## src/rtl/scl_pkg.sv

```systemverilog
package scl_pkg;
  localparam int DIM_W  = 14;
  localparam int N_DIM  = 4;   // 0 src_w, 1 src_h, 2 dst_w, 3 dst_h
  localparam int MIN_ANY = 8;
  localparam int MIN_YUV = 16;

  typedef logic [DIM_W-1:0] dim_t;
  typedef dim_t [N_DIM-1:0] dims_t;

  typedef enum logic [1:0] {
    GEN_OLD = 2'd0,
    GEN_MID = 2'd1,
    GEN_NEW = 2'd2,
    GEN_RSV = 2'd3
  } gen_e;
endpackage

```

## src/rtl/scl_rst_sync.sv

```systemverilog
module scl_rst_sync (
  input  logic clk,
  input  logic rst_n,
  output logic rst_ns
);
  logic [1:0] q;
  always_ff @(posedge clk or negedge rst_n) begin
    if (!rst_n) q <= 2'b00;
    else        q <= {q[0], 1'b1};
  end
  assign rst_ns = q[1];
endmodule

```

## src/rtl/scl_limits.sv

```systemverilog
module scl_limits
  import scl_pkg::*;
(
  input  gen_e  gen,
  output dims_t max_lim
);
  always_comb begin
    unique case (gen)
      GEN_OLD: begin
        max_lim[0] = dim_t'(4096); max_lim[1] = dim_t'(4096);
        max_lim[2] = dim_t'(4096); max_lim[3] = dim_t'(4096);
      end
      GEN_MID: begin
        max_lim[0] = dim_t'(5120); max_lim[1] = dim_t'(4096);
        max_lim[2] = dim_t'(5120); max_lim[3] = dim_t'(4096);
      end
      default: begin  // newest and the reserved code
        max_lim[0] = dim_t'(4096); max_lim[1] = dim_t'(8192);
        max_lim[2] = dim_t'(8192); max_lim[3] = dim_t'(8192);
      end
    endcase
  end
endmodule

```

## src/rtl/scl_range_chk.sv

```systemverilog
module scl_range_chk
  import scl_pkg::*;
(
  input  dims_t dims,
  input  dims_t max_lim,
  input  logic  yuv_semi,
  output logic  size_err
);
  logic [N_DIM-1:0] bad;

  for (genvar i = 0; i < N_DIM; i++) begin : g_dim
    // Source dimensions (index 0,1) carry the larger planar-YUV minimum
    localparam bit IS_SRC = (i < 2);
    logic below_min;
    always_comb begin
      below_min = (dims[i] < dim_t'(MIN_ANY));
      if (IS_SRC && yuv_semi && dims[i] < dim_t'(MIN_YUV))
        below_min = 1'b1;
    end
    assign bad[i] = below_min || (dims[i] > max_lim[i]);
  end

  assign size_err = |bad;
endmodule

```

## src/rtl/scl_decide.sv

```systemverilog
module scl_decide
  import scl_pkg::*;
#(
  parameter int ID_W = 4
) (
  input  dims_t           dims,
  input  logic            need_in,
  input  logic            interlaced,
  input  logic            force_detach,
  input  logic            size_err,
  input  logic [ID_W-1:0] id_in,
  output logic            ok,
  output logic            set_bit,
  output logic            clr_bit,
  output logic [ID_W-1:0] id_out
);
  logic need;
  logic held;

  // size change forces the need
  assign need = need_in || (dims[0] != dims[2]) || (dims[1] != dims[3]);
  assign held = !id_in[ID_W-1];

  always_comb begin
    ok      = 1'b0;
    set_bit = 1'b0;
    clr_bit = 1'b0;
    id_out  = id_in;
    if (need && interlaced) begin
      ok = 1'b0;
    end else if (force_detach || !need) begin
      ok      = 1'b1;
      clr_bit = held;
      id_out  = '1;
    end else if (!size_err) begin
      ok      = 1'b1;
      set_bit = 1'b1;
    end
  end
endmodule

```

## src/rtl/scl_req_check.sv

```systemverilog
module scl_req_check
  import scl_pkg::*;
#(
  parameter  int USERS  = 8,
  parameter  int ID_W   = 4,
  localparam int UIDX_W = $clog2(USERS)
) (
  input  logic              clk,
  input  logic              rst_n,
  input  logic              req_valid,
  input  logic [DIM_W-1:0]  src_w,
  input  logic [DIM_W-1:0]  src_h,
  input  logic [DIM_W-1:0]  dst_w,
  input  logic [DIM_W-1:0]  dst_h,
  input  logic [1:0]        gen_sel,
  input  logic              yuv_semi,
  input  logic              interlaced,
  input  logic              need_scaler_in,
  input  logic              force_detach,
  input  logic [UIDX_W-1:0] user_idx,
  input  logic [ID_W-1:0]   id_in,
  output logic              rsp_valid,
  output logic              rsp_ok,
  output logic              rsp_err,
  output logic [ID_W-1:0]   id_out,
  output logic [USERS-1:0]  user_mask
);
  logic            rst_ns;
  dims_t           dims;
  dims_t           max_lim;
  logic            size_err;
  logic            ok_c, set_c, clr_c;
  logic [ID_W-1:0] id_c;

  logic            valid_d, ok_d, err_d;
  logic [ID_W-1:0] id_d;
  logic [USERS-1:0] mask_d;

  assign dims = {dst_h, dst_w, src_h, src_w};

  scl_rst_sync u_rst (.clk(clk), .rst_n(rst_n), .rst_ns(rst_ns));

  scl_limits u_lim (.gen(gen_e'(gen_sel)), .max_lim(max_lim));

  scl_range_chk u_rng (
    .dims(dims), .max_lim(max_lim), .yuv_semi(yuv_semi), .size_err(size_err)
  );

  scl_decide #(.ID_W(ID_W)) u_dec (
    .dims(dims), .need_in(need_scaler_in), .interlaced(interlaced),
    .force_detach(force_detach), .size_err(size_err), .id_in(id_in),
    .ok(ok_c), .set_bit(set_c), .clr_bit(clr_c), .id_out(id_c)
  );

  // next state
  always_comb begin
    valid_d = req_valid;
    ok_d    = req_valid && ok_c;
    err_d   = req_valid && !ok_c;
    id_d    = id_out;
    mask_d  = user_mask;
    if (req_valid) begin
      id_d = id_c;
      if (set_c) mask_d[user_idx] = 1'b1;
      if (clr_c) mask_d[user_idx] = 1'b0;
    end
  end

  // registers
  always_ff @(posedge clk or negedge rst_ns) begin
    if (!rst_ns) begin
      rsp_valid <= 1'b0;
      rsp_ok    <= 1'b0;
      rsp_err   <= 1'b0;
      id_out    <= '1;
      user_mask <= '0;
    end else begin
      rsp_valid <= valid_d;
      rsp_ok    <= ok_d;
      rsp_err   <= err_d;
      if (req_valid) id_out <= id_d;
      user_mask <= mask_d;
    end
  end

  // response one cycle after strobe
  a_r1_rsp_timing: assert property (@(posedge clk) disable iff (!rst_ns)
    req_valid |=> rsp_valid);
  // ok and err mutually exclusive, and only with a response
  a_r1_ok_err_excl: assert property (@(posedge clk) disable iff (!rst_ns)
    rsp_valid ? (rsp_ok != rsp_err) : (!rsp_ok && !rsp_err));
  // an error leaves the mask untouched
  a_r9_err_keeps_mask: assert property (@(posedge clk) disable iff (!rst_ns)
    (rsp_valid && rsp_err) |-> (user_mask == $past(user_mask)));
  // mask moves only with a response
  a_r10_mask_quiet: assert property (@(posedge clk) disable iff (!rst_ns)
    !rsp_valid |-> $stable(user_mask));
  // accept with a held id leaves the user's bit set
  a_r8_accept_sets: assert property (@(posedge clk) disable iff (!rst_ns)
    (rsp_valid && rsp_ok && !id_out[ID_W-1]) |-> user_mask[$past(user_idx)]);
endmodule

```

## config.mk

```make
export PLATFORM = sky130hd
export DESIGN_NAME = scl_req_check
export DESIGN_NICKNAME = d
export VERILOG_FILES = /design/src/rtl/scl_pkg.sv /design/src/rtl/scl_rst_sync.sv /design/src/rtl/scl_limits.sv /design/src/rtl/scl_range_chk.sv /design/src/rtl/scl_decide.sv /design/src/rtl/scl_req_check.sv
export SDC_FILE = /design/constraint.sdc
export NUM_CORES = 1
export LEC_CHECK = 0
export ABC_AREA = 1
export ABC_CLOCK_PERIOD_IN_PS = 800
export BUFFER_PORTS_ARGS = -buffer_cell sky130_fd_sc_hd__buf_4
export CORE_MARGIN = 4
export CORE_UTILIZATION = 35
export DETAILED_ROUTE_END_ITERATION = 10
export PLACE_DENSITY = 0.7
export SETUP_SLACK_MARGIN = 0.3
export SYNTH_ARGS = -nofsm -noshare
export SYNTH_HDL_FRONTEND = slang
export SYNTH_SLANG_ARGS = --single-unit
export TNS_END_PERCENT = 50
```

## constraint.sdc

```tcl
create_clock -name clk -period 0.8 [get_ports clk]
set_input_delay 0.12 -clock clk [delete_from_list [all_inputs] [get_ports clk]]
set_output_delay 0.12 -clock clk [all_outputs]
set_load 0.03 [all_outputs]
```

==> results.toml, run 1 <==
[outcome]
status = "complete, but fails checks"
failed_checks = "setup timing"

[sta]
fin_crit_sh = 1.70
slew_viol_final = 0
fin_worst_hold_slack_ps = 2.10
setup_viol = 29
max_freq_mhz = 735
fin_ws_ps = -561
rsz0062_at_grt = "yes"
finalCriticalPeriod_ps = 1360
finalHoldViolCount = 0
clock_skew_ps = 0.641

[final_layout]
nets = 612
syn_to_final_growth_pct = 67.8
drive_gt1_frac = 0.371
diodes = 0
fillers = 543

[floorplan]
core_area_sq_um = 5640
dieArea_sq_um = 7290
start_util = 0.372
die_h_um = 85.4
ios = 87
die_x_um = 85.4
num_rows = 27

[min_path]
min-delay-start = "req_valid"
min_path_cells = 1
min_to = "rsp_valid"
min_path_type = "in2reg"

[yosys]
synth_largest_area_cell = "nand2_1"
synth-simple-area-share = 0.483
yosys-top-cells-area = "nand2_1 (24%), nor2_1 (17%), inv_1 (16%)"
synth.ff_latch_count = 17
synth.cell_area_sq_um = 2100
synth_top_family_by_area = "simple AND/OR/NAND/NOR gates"
syn_area_per_cell_sq_um = 5.14
syn_inst = 408
syn-num-nets = 488
synth_seq_area_share = 0.205
synth_fa_ha_area_frac = 0.0477
synth-compound-area-share = 0.0585
muxShareOfSynthArea = 0
synth_xor_area_frac = 0.0251
synth_top_area_frac = 0.238
ys_types = 24
ys_warn_count = 0

[power_and_ir_drop]
p_int_mw = 2.24
p_seq_frac = 0.301
powerDensity_nw_per_um2 = 1010
p_leak_nw = 1.93
pwr-share-clk = 0.177
ir_drop_mv = 0.625
switching_share = 0.369
power_switching_mw = 1.31
p_total_mw = 3.55
combPwrFrac = 0.522

[cts]
numClockSinks = 17
clkLatencyLatePin_ps = 250
h-tree-depth = 1
numCtsBuffers = 3
cts_tree = "built"
clk_pin_slew_ps = 60
cts_buffer_depth = 2
hold_buffers = 1
root_buffer = "clkbuf_8"

[global_route]
antenna_found_initial = 0
overflow = 0
first_global_vias = 2483
track_usage = 0.175
grt_pass1_wl_um = 10600
grt_max_degree = 16

[setup_path]
r2r-start = "id_out[1]"
crit_top_cell = "nand2_1"
critPathBufInv = 3
cp_top_family = "simple AND/OR/NAND/NOR gates"
worstPathRequired_ps = 970
reg2regPathDepth = 2
r2r_end = "id_out[1]"
ff2ff_setup_slack_ps = 90
critPathMaxStageDelay_ps = 260
cp_data_arrival_time_ps = 1530
cp-start-kind = "input port"
critPathMaxFanout = 5
cp_cell_sequence = "buf_12, inv_8, ha_4, nand2_2, inv_2, nand2_1, nor2_1, nand2_1, nand2_1, nand3_2, nor2_4, nand4_1, a21oi_1"
end_kind = "register"
slowest_stage = "ha_4"
critPathKind = "in2reg"

[detailed_routing]
ant_nets = 0
detail_route.first_pass.iterations = 4
drtIter0Drc = 102
drt_wl_total_um = 6540
dr_total_vias = 2659
drc = 0
wl_per_cell_um = 10.8
via_per_inst = 4.41

[placed_design]
gp_congestion = 0.858
pre_cts_ws_ps = -885
hpwl_um = 5270
portBuffers = 86

[flow_run]
max_cap_viol_count = 0
-- repair_timing --
action                                  in CTS  in global routing
setup buffers                                0                  4
gates resized for setup                     58                 47
endpoints found under the setup margin      29                 29
hold endpoints to repair                     2                  1
pin swaps                                   16                 34
gates cloned                                 1                  0
-- cell usage after synthesis --
cell      number
nand3_2        1
ha_1           8
dfrtp_1       13
clkinv_1       2
nand3b_1       1
nand4_1        8
inv_1         91
inv_2          4
nand2_1      133
o21ai_1        6
nor3_1         2
o21ai_0        3
o21bai_1       3
dfstp_2        4
nand2_2        2
a21oi_1       11
nor2_1        96
xnor2_1        5
xor2_1         1
buf_6          1
nor2_2         1
nand3_1       10
conb_1         1
and2_1         1
-- per-stage QoR --
step | TNS (ps) | cell area (sq um) | utilization | instances
6_report | -8460 | 3520 | 0.624 | 603
2_1_floorplan | -6390 | 2140 | - | 408
3_3_place_gp | -10520 | 3070 | 0.544 | 593
3_5_place_dp | -10970 | 3070 | 0.544 | 593
5_1_grt | -10460 | 3520 | 0.624 | 603
4_1_cts | -8320 | 3360 | 0.596 | 599
-- logic make-up after synthesis --
logic type | after synthesis
simple gates | 255
buf+inv | 98
compound gates | 23
flops | 17
fa+ha+maj | 8
xor+xnor | 6
other cells | 1
-- worst max-delay path by stage --
| stage | slack (ps) | end | start | depth (start not counted) |
|---|---|---|---|---|
| final | -560 | user_mask[1] | gen_sel[1] | 13 |
| after detailed placement | -890 | user_mask[1] | gen_sel[0] | 16 |
| after CTS | -540 | user_mask[1] | gen_sel[0] | 16 |
| after floorplan | -550 | rsp_err | gen_sel[0] | 15 |
| after global placement | -830 | user_mask[0] | gen_sel[0] | 16 |
| after global routing | -650 | user_mask[1] | gen_sel[1] | 13 |
-- area by class of cell --
cell class | count | area, sq um | area share
repair buffers | 119 | 1050 | 0.300
inverters | 97 | 393 | 0.112
well taps | 72 | 90.1 | 0.0256
multi-input cells | 294 | 1500 | 0.426
flip-flops and latches | 17 | 435 | 0.124
clock buffers | 3 | 41.3 | 0.0117
clock inverters | 1 | 5.00 | 0.00142
-- layout by cell type (no fill, tap or decap), drive strengths merged --
master and instances:
a21oi 11, and2 1, buf 118, clkbuf 3, clkinv 3, conb 1
dfrtp 13, dfstp 4, dlygate4sd3 1, ha 8, inv 95, nand2 135
nand3 11, nand3b 1, nand4 8, nor2 98, nor3 2, o21ai 9
o21bai 3, xnor2 5, xor2 1
-- worst register-to-register path: stages (launching register included) --
cell and delay (ps):
dfstp_2 540, o21ai_1 60, inv_1 60
-- registers in the layout, indices dropped and copies added (netlist names) --
register   cells
id_out         4
rsp_err        1
user_mask      8
rsp_ok         1
rsp_valid      1
u_rst.q        2
-- power by group through the flow --
stage	logic [mW]	registers [mW]	clock network, mW
6_report	1.85	1.07	0.628
3_5_place_dp	1.57	1.06	0
3_3_place_gp	1.55	1.06	0
2_1_floorplan	0.573	1.29	0
4_1_cts	1.75	1.07	0.645
5_1_grt	2.04	1.09	0.681
-- layer usage --
| layer | global-route usage | up-vias | wire length, um |
|---|---|---|---|
| met3 | 0.0388 | 10 | 422 |
| met2 | 0.309 | 67 | 3210 |
| met1 | 0.216 | 1140 | 2780 |
| met4 | 0.0374 | 0 | 123 |
| met5 | 0 | - | 0 |
| li1 | - | 1442 | - |
Note: power is estimated with default switching activity, not from simulation.
==> inputs of run 2 (changes only) <==
--- a/config.mk
+++ b/config.mk
@@ -12,7 +12,9 @@
 export CORE_UTILIZATION = 35
 export DETAILED_ROUTE_END_ITERATION = 10
 export PLACE_DENSITY = 0.7
+export REMOVE_ABC_BUFFERS = 1
 export SETUP_SLACK_MARGIN = 0.3
+export SKIP_CTS_REPAIR_TIMING = 1
 export SYNTH_ARGS = -nofsm -noshare
 export SYNTH_HDL_FRONTEND = slang
 export SYNTH_SLANG_ARGS = --single-unit
==> results.toml, run 2 (synthesized netlist as in run 1, its figures left out) <==
[sta]
finalHoldViolCount = 0
setup_viol = 29
max_slew_margin = 0.644
clock_skew_ps = 5.46
fin_ws_ps = -620
max_freq_mhz = 704
slew_viol_final = 0
rsz0062_at_grt = "yes"
fin_crit_sh = 1.77
finalCriticalPeriod_ps = 1420
tightest_slew_ps = 531

[cts]
cts_buffer_depth = 2
cts_tree = "built"
root_buffer = "clkbuf_8"
numClockSinks = 17
clk_pin_slew_ps = 60
numCtsBuffers = 3
clkLatencyLatePin_ps = 240
h-tree-depth = 1

[min_path]
min_path_cells = 5
min_path_type = "in2reg"
min_to = "id_out[2]"
min-delay-start = "id_in[2]"

[flow_run]
max_cap_viol_count = 0

[final_layout]
largest_reg_flops = 8
layout_common_cells = "nand2_1 (119), nor2_1 (89), buf_4 (86)"
stdcell_count = 596
reg.largest.list = "user_mask (8), id_out (4), u_rst.q (2)"
final_common_cell = "nand2_1"
regMostFlops = "user_mask"
drive_gt1_frac = 0.336
diodes = 0
syn_to_final_growth_pct = 57.8
postLayoutCoreUtil = 0.586
nets = 605

[outcome]
failed_checks = "setup timing"
status = "complete, but fails checks"

[setup_path]
r2r_end = "id_out[0]"
ff2ff_setup_slack_ps = 90
critPathBufInv = 4
reg2regPathDepth = 2
cp_top_family = "simple AND/OR/NAND/NOR gates"
cp-start-kind = "input port"
crit_start = "gen_sel[1]"
cp_data_arrival_time_ps = 1590
slowest_stage = "ha_1"
critPathMaxStageDelay_ps = 300
critPathKind = "in2reg"
r2r-start = "id_out[0]"
end_kind = "register"
cp_cell_sequence = "buf_4, inv_1, ha_1, nand2_1, inv_1, nand2_1, nor2_1, nand2_1, nand2_1, nand3_1, nor2_2, buf_6, nand4_1, a21oi_2"
worstPathRequired_ps = 970
crit_top_cell = "nand2_1"
critPathMaxFanout = 9

[detailed_routing]
drc = 0
wl_per_cell_um = 10.3
drt_wl_total_um = 6160
via_per_inst = 4.43
dr_total_vias = 2640
ant_nets = 0
drtIter0Drc = 94
detail_route.first_pass.iterations = 4

[floorplan]
core_area_sq_um = 5640
ios = 87
start_util = 0.372
die_h_um = 85.4
die_x_um = 85.4
num_rows = 27
dieArea_sq_um = 7290

[placed_design]
portBuffers = 86
gp_congestion = 0.892
hpwl_um = 5350
pre_cts_ws_ps = -891
post-place-cells = 589

[power_and_ir_drop]
ir_drop_mv = 0.834
p_leak_nw = 1.87
powerDensity_nw_per_um2 = 1030

[global_route]
grt_max_degree = 16
first_global_vias = 2369
antenna_found_initial = 0
track_usage = 0.158
overflow = 0
grt_pass1_wl_um = 9760
[run 2: how the worst max path moves through the flow]
stage | to | depth (start not counted) | slack, ps
2_1_floorplan | rsp_err | 12 | -670
3_3_place_gp | rsp_err | 14 | -830
3_5_place_dp | user_mask[0] | 14 | -890
4_1_cts | user_mask[0] | 14 | -630
5_1_grt | user_mask[0] | 14 | -780
6_report | user_mask[1] | 14 | -620
[run 2: per-stage QoR]
stage	power [mW]	hold WS [ps]	area, sq um	setup TNS [ps]
after floorplan	1.83	-176	2090	-7320
after global placement	2.57	-97.8	3000	-10670
after detailed placement	2.60	-96.4	3000	-11360
after CTS	3.20	-360	3050	-9950
after global routing	3.66	165	3310	-12000
final	3.40	158	3310	-9550
[run 2: cell type report]
cell class	count	area (sq um)
repair buffers	113	948
well taps	72	90.1
fillers	561	2330
flip-flops and latches	17	430
inverters	97	364
multi-input cells	293	1430
clock buffers	4	45.0
[run 2: metal layers]
metal / part of all wire / GRT usage / wire length (um)
met2: 0.50 / 0.289 / 3080
met4: 0.0068 / 0.0187 / 42
met5: 0 / 0 / 0
met1: 0.44 / 0.197 / 2690
met3: 0.056 / 0.0291 / 345
[run 2: report_power, final]
| part | total, mW | internal [mW] | switching (mW) | leakage (nW) |
|---|---|---|---|---|
| clock | 0.603 | 0.352 | 0.251 | 0.0228 |
| combinational | 1.73 | 0.833 | 0.902 | 1.66 |
| sequential | 1.06 | 0.987 | 0.0756 | 0.188 |
| total | 3.40 | 2.17 | 1.23 | 1.87 |
[run 2: worst register-to-register path, stage by stage, from the launching register on]
cell and delay, ps:
dfstp_2 540, o21ai_1 60, inv_1 60
